## src/rtl/emu_phy_pkg.sv

```systemverilog
`timescale 1ns/1ps
package emu_phy_pkg;
  localparam int AW = 2;
  localparam logic [AW-1:0] A_CTRL = 2'd0;
  localparam logic [AW-1:0] A_ADV  = 2'd1;
  localparam logic [AW-1:0] A_MFC  = 2'd2;
  localparam logic [AW-1:0] A_STAT = 2'd3;

  typedef struct packed { logic dup_full; logic an_en; } ctrl_t;
  typedef struct packed { logic asym; logic sym; } adv_t;
  typedef struct packed { logic rx; logic tx; logic sel; } mfc_t;

  localparam ctrl_t CTRL_DEF = '{dup_full: 1'b1, an_en: 1'b1};
  localparam adv_t  ADV_DEF  = '{asym: 1'b1, sym: 1'b1};
  localparam mfc_t  MFC_DEF  = '{rx: 1'b0, tx: 1'b0, sel: 1'b0};
endpackage

```

## src/rtl/emu_phy_regs.sv

```systemverilog
`timescale 1ns/1ps
module emu_phy_regs
  import emu_phy_pkg::*;
#(
  parameter int DW      = 8,
  parameter int CLK_MHZ = 250,
  parameter int RST_US  = 102
) (
  input  logic          clk_i,
  input  logic          rst_ni,
  input  logic          wr_en_i,
  input  logic [AW-1:0] addr_i,
  input  logic [DW-1:0] wdata_i,
  output ctrl_t         ctrl_o,
  output adv_t          adv_o,
  output mfc_t          mfc_o,
  output logic          busy_o
);
  localparam int RST_CYCLES = CLK_MHZ * RST_US;
  localparam int CW = $clog2(RST_CYCLES + 1);

  ctrl_t ctrl_q;
  adv_t  adv_q;
  mfc_t  mfc_q;
  logic  busy_q;
  logic [CW-1:0] cnt_q;

  always_ff @(posedge clk_i or negedge rst_ni) begin
    if (!rst_ni) begin
      ctrl_q <= CTRL_DEF;
      adv_q  <= ADV_DEF;
      mfc_q  <= MFC_DEF;
      busy_q <= 1'b0;
      cnt_q  <= '0;
    end else if (busy_q) begin
      // writes are dropped while the soft reset runs
      cnt_q <= cnt_q - 1'b1;
      if (cnt_q == '0) busy_q <= 1'b0;
    end else if (wr_en_i) begin
      unique case (addr_i)
        A_CTRL: begin
          if (wdata_i[2]) begin
            ctrl_q <= CTRL_DEF;
            adv_q  <= ADV_DEF;
            mfc_q  <= MFC_DEF;
            busy_q <= 1'b1;
            cnt_q  <= CW'(RST_CYCLES - 1);
          end else begin
            ctrl_q <= ctrl_t'(wdata_i[1:0]);
          end
        end
        A_ADV:   adv_q <= adv_t'(wdata_i[1:0]);
        A_MFC:   mfc_q <= mfc_t'(wdata_i[2:0]);
        default: ;
      endcase
    end
  end

  assign ctrl_o = ctrl_q;
  assign adv_o  = adv_q;
  assign mfc_o  = mfc_q;
  assign busy_o = busy_q;

  p_adv_hold_r4: assert property (@(posedge clk_i) disable iff (!rst_ni)
    (wr_en_i && addr_i == A_MFC) |=> $stable(adv_q));
  p_busy_freeze_r9: assert property (@(posedge clk_i) disable iff (!rst_ni)
    busy_q |=> ($stable(adv_q) && $stable(mfc_q) && $stable(ctrl_q)));
  p_busy_end_r8: assert property (@(posedge clk_i) disable iff (!rst_ni)
    (busy_q && cnt_q == '0) |=> !busy_q);
  p_busy_start_r8: assert property (@(posedge clk_i) disable iff (!rst_ni)
    (!busy_q && wr_en_i && addr_i == A_CTRL && wdata_i[2]) |=> (busy_q && adv_q == ADV_DEF));
endmodule

```

## src/rtl/emu_phy_resolve.sv

```systemverilog
`timescale 1ns/1ps
module emu_phy_resolve
  import emu_phy_pkg::*;
(
  input  ctrl_t ctrl_i,
  input  adv_t  adv_i,
  input  mfc_t  mfc_i,
  input  logic  mac_mode_i,
  input  logic  duplex_pin_i,
  input  logic  duplex_pol_i,
  output logic  duplex_full_o,
  output logic  tx_pause_o,
  output logic  rx_pause_o
);
  logic use_manual, an_tx, an_rx;

  always_comb begin
    if (!ctrl_i.an_en)   duplex_full_o = ctrl_i.dup_full;
    else if (mac_mode_i) duplex_full_o = (duplex_pin_i == duplex_pol_i);
    else                 duplex_full_o = 1'b1; // emulated partner is full duplex
  end

  // emulated partner mirrors local advertisement
  assign an_tx      = adv_i.sym | adv_i.asym;
  assign an_rx      = adv_i.sym;
  assign use_manual = mac_mode_i | ~ctrl_i.an_en | mfc_i.sel;

  assign tx_pause_o = duplex_full_o & (use_manual ? mfc_i.tx : an_tx);
  assign rx_pause_o = duplex_full_o & (use_manual ? mfc_i.rx : an_rx);
endmodule

```

## src/rtl/emu_phy_resolver.sv

```systemverilog
`timescale 1ns/1ps
module emu_phy_resolver
  import emu_phy_pkg::*;
#(
  parameter int DW      = 8,
  parameter int CLK_MHZ = 250,
  parameter int RST_US  = 102
) (
  input  logic          clk_i,
  input  logic          rst_ni,
  input  logic          wr_en_i,
  input  logic [1:0]    addr_i,
  input  logic [DW-1:0] wdata_i,
  output logic [DW-1:0] rdata_o,
  input  logic          mac_mode_i,
  input  logic          duplex_pin_i,
  input  logic          duplex_pol_i,
  output logic          duplex_full_o,
  output logic          tx_pause_o,
  output logic          rx_pause_o,
  output logic          emu_rst_o
);
  ctrl_t ctrl;
  adv_t  adv;
  mfc_t  mfc;
  logic  busy;

  emu_phy_regs #(.DW(DW), .CLK_MHZ(CLK_MHZ), .RST_US(RST_US)) u_regs (
    .clk_i, .rst_ni, .wr_en_i, .addr_i, .wdata_i,
    .ctrl_o(ctrl), .adv_o(adv), .mfc_o(mfc), .busy_o(busy)
  );

  emu_phy_resolve u_resolve (
    .ctrl_i(ctrl), .adv_i(adv), .mfc_i(mfc),
    .mac_mode_i, .duplex_pin_i, .duplex_pol_i,
    .duplex_full_o, .tx_pause_o, .rx_pause_o
  );

  assign emu_rst_o = busy;

  always_comb begin
    rdata_o = '0;
    unique case (addr_i)
      A_CTRL:  rdata_o[2:0] = {busy, ctrl};
      A_ADV:   rdata_o[1:0] = adv;
      A_MFC:   rdata_o[2:0] = mfc;
      default: rdata_o[2:0] = {rx_pause_o, tx_pause_o, duplex_full_o};
    endcase
  end

  p_half_no_pause_r7: assert property (@(posedge clk_i) disable iff (!rst_ni)
    !duplex_full_o |-> (!tx_pause_o && !rx_pause_o));
  p_mac_dup_r5: assert property (@(posedge clk_i) disable iff (!rst_ni)
    (mac_mode_i && ctrl.an_en) |-> (duplex_full_o == (duplex_pin_i == duplex_pol_i)));
  p_manual_r3: assert property (@(posedge clk_i) disable iff (!rst_ni)
    ((mac_mode_i || !ctrl.an_en || mfc.sel) && duplex_full_o) |->
      (tx_pause_o == mfc.tx && rx_pause_o == mfc.rx));
  p_forced_dup_r6: assert property (@(posedge clk_i) disable iff (!rst_ni)
    !ctrl.an_en |-> (duplex_full_o == ctrl.dup_full));
endmodule

```

## config.mk

```make
export PLATFORM = sky130hd
export DESIGN_NAME = emu_phy_resolver
export DESIGN_NICKNAME = d
export VERILOG_FILES = /design/src/rtl/emu_phy_pkg.sv /design/src/rtl/emu_phy_regs.sv /design/src/rtl/emu_phy_resolve.sv /design/src/rtl/emu_phy_resolver.sv
export SDC_FILE = /design/constraint.sdc
export NUM_CORES = 1
export LEC_CHECK = 0
export BUFFER_PORTS_ARGS = -buffer_cell sky130_fd_sc_hd__buf_4
export CELL_PAD_IN_SITES_DETAIL_PLACEMENT = 2
export CELL_PAD_IN_SITES_GLOBAL_PLACEMENT = 2
export CORE_MARGIN = 2
export CORE_UTILIZATION = 37
export CTS_BUF_LIST = sky130_fd_sc_hd__clkbuf_4 sky130_fd_sc_hd__clkbuf_8
export CTS_CLUSTER_SIZE = 20
export DETAILED_ROUTE_END_ITERATION = 12
export MAX_ROUTING_LAYER = met4
export PLACE_DENSITY_LB_ADDON = 0.1
export REMOVE_ABC_BUFFERS = 1
export SYNTH_ARGS = -nofsm -noshare
export SYNTH_HDL_FRONTEND = slang
export SYNTH_SLANG_ARGS = --single-unit
```

## constraint.sdc

```tcl
create_clock -name clk_i -period 4.5 [get_ports clk_i]
set_clock_uncertainty 0.1 [all_clocks]
set_input_delay 0.45 -clock clk_i [delete_from_list [all_inputs] [get_ports clk_i]]
set_output_delay 0.45 -clock clk_i [all_outputs]
set_load 0.05 [all_outputs]
```

==> metrics.txt <==
WHS Endpoint=u_regs.mfc_o[1]; Yosys cell types=between 40 and 50; Clock Pin Slew Worst Setup and Hold Paths=approximately 0.13 ns; Routability Congestion=about 0.73; Max-cap violations=0; syn avg cell area=between 10 and 15 sq um; slowest cell delay on critical path=around 0.60 ns; Worst Setup End Kind=primary output; endpoints failing setup=0; critical path type=reg -> out; vias in the first global route=approximately 1100; setup TNS=0 ns; critical path required time=approximately 4 ns; clock sink total=23; # IOs=28; final worst path period share=between 60 and 70%; RSZ-0062 raised after global routing=no; share of layout cells above drive strength 1=about a quarter; Seq/Total Area, Yosys=around 46%; GRT Resource Usage Total=approximately 18%; Worst-Margin Slew=between 0.5 and 0.6 ns; Main synth FF type=dfrtp_1; Slew Limit Fails=0; status=complete, no violations; FP Rows=21; Resize count post-CTS=0; DR vias=~1000; DRC viols=0; number of synthesized flops with an enable pin=0; Startpoint Class=register; Seq cells post-synth=23; initial antenna violation count=0; Post-DP HPWL=approximately 2400 microns; CP max FO=5; grt ovf=0; Reg-to-Reg End=u_regs.cnt_q[14]; worst r2r src=u_regs.cnt_q[5]; post-layout min period=2.80 ns; multi-input logic area=roughly 610 sq um; HP Start=wdata_i[1]; most frequent cells in the layout=dfrtp_1, buf_4, nor2_1; HP Class=in -> reg; Starting DRT DRC Count=13; H-tree lvl count=1; CP arrival=2.25 ns; Buf/Inv on CP=1; Final Hold Fails=0; CTS tree=yes; Worst-Skew Late Latency=~0.32 ns; CP max-delay cell=dfstp_2; hold depth=2; pre-CTS WS=2.08 ns; P_leak=0.585 nW; number of routed nets with antenna violations=0; CP Depth=5; core region area=between 0.003 and 0.004 sq mm; Post-Syn Area=~0.0013 sq mm; Storage cell area=between 500 and 600 sq um; Initial Utilization=38.1%; Die Y=between 60 and 70 microns; Routed WL=just over 3000 microns; Die Wd=between 60 and 70 microns; Pwr per Cell Area=approximately 570 mW/mm^2; cell family with most CP delay=flip-flops; DR pass1 iterations=4; Bufs on Longest Clock Path=2; worst path cell trace=nor3b_1 > nor2_1 > a211oi_1 > mux4_2 > buf_4; fin nets=around 160; Clock Tree Root=clkbuf_4; internal reg-to-reg setup slack=between 2 and 2.5 ns; Final WS setup=~1.7 ns; average wire per standard cell=around 17 microns; Synth Warn #=0; # Post-CTS Setup Buffers=0; Max transition margin=about three fifths; Die ar.=0.00390 sq mm; CTS Buf Count=3; Synth async-reset ratio=between 90% and 100%; Layout Area Growth over Synthesis=13.7%; largest net degree at the start of global routing=24; first-pass GRT wire length=~5500 microns; Port-buffer cells=17; Max VDD drop=0.000213 V; Fill cells=roughly 390; commonest non-fill, non-tap cell in the layout=dfrtp_1; Post-Synthesis Cells=around 120; R2R depth=4; Vias/cell=5.42; fmax=between 0.3 and 0.4 GHz; # diodes=0
[cells in the mapped netlist (2+ instances only)]
cell type / n / area share, %
dfstp_2: 4 / 8.3
nand2_1: 7 / 2.1
nand3_1: 2 / 0.79
buf_4: 5 / 3.0
o31ai_1: 2 / 1.2
a21oi_1: 8 / 3.2
o22a_1: 2 / 1.4
mux4_2: 2 / 3.6
inv_1: 4 / 1.2
nor3b_1: 2 / 1.2
nor3_1: 7 / 2.8
nand2b_1: 2 / 0.99
a22o_1: 3 / 2.1
clkbuf_1: 5 / 1.5
o211ai_1: 3 / 1.8
nor4_1: 2 / 0.99
mux2i_1: 6 / 4.8
dfrtp_1: 19 / 38
nor2_1: 13 / 3.9
[worst max-delay path by stage]
| stage | from | end | slack, ns |
|---|---|---|---|
| after global routing | u_regs.ctrl_o[0] | rdata_o[1] | 1.53 |
| after detailed placement | mac_mode_i | rdata_o[1] | 2.08 |
| final | u_regs.ctrl_o[0] | rdata_o[1] | 1.70 |
| after CTS | u_regs.ctrl_o[0] | rdata_o[1] | 1.71 |
| after global placement | mac_mode_i | rdata_o[1] | 2.16 |
| after floorplan | u_regs.ctrl_o[0] | rdata_o[1] | 1.10 |
[worst reg2reg max path, stage by stage (launching register included)]
cell and delay, ns:
dfrtp_1 0.43, or4_4 0.59, or4b_4 0.55, nor4_4 0.19
mux2i_1 0.22
[per-stage QoR]
step / util (%) / power (mW) / cell area, sq um / hold WS [ns] / instances
2_1_floorplan: - / 0.613 / 1210 / 0.0544 / 116
3_3_place_gp: 42.1 / 0.696 / 1400 / 0.263 / 179
3_5_place_dp: 42.1 / 0.722 / 1400 / 0.266 / 179
4_1_cts: 43.3 / 0.831 / 1440 / 0.271 / 184
5_1_grt: 43.3 / 0.887 / 1440 / 0.268 / 184
6_report: 43.3 / 0.823 / 1440 / 0.283 / 184
[state kept, by name (all words and copies together), names as in the netlist]
name           flops
u_regs.adv_o       2
u_regs.busy_o      1
u_regs.cnt_q      15
u_regs.ctrl_o      2
u_regs.mfc_o       3
[logic make-up (layout without fill, tap and decap cells)]
group	Yosys count	in the layout	synth area share (%)
mux	8	8	8.33
xor+xnor	1	1	0.694
simple gates	47	47	22.4
buf+inv	15	26	6.54
other cells	1	5	0.297
flops	23	23	46.0
compound gates	27	27	14.8
fa+ha+maj	1	1	0.991
[per-layer routing]
layer	global-route usage, %	vias to the layer above	routed length (microns)
met3	4.32	2	83
met1	22.6	511	1380
met5	-	-	0
li1	-	470	-
met2	31.2	14	1600
met4	4.17	0	24
[area by class of cell]
cell class	instances	area share, %
repair buffers	18	9.59
well taps	46	4.01
inverters	4	1.05
flip-flops and latches	23	40.5
clock buffers	4	2.09
multi-input cells	89	42.8
[what timing repair did]
item,CTS,global route
setup endpoints to repair,0,0
endpoints found under the hold margin,19,0
hold buffers,1,0
[power breakdown]
group	leakage, nW	switching [mW]	internal, mW
registers	0.265	0.0911	0.299
logic	0.302	0.199	0.129
clock network	0.0184	0.0640	0.0407
total	0.585	0.354	0.469
Power figures use the tool's default switching activity.
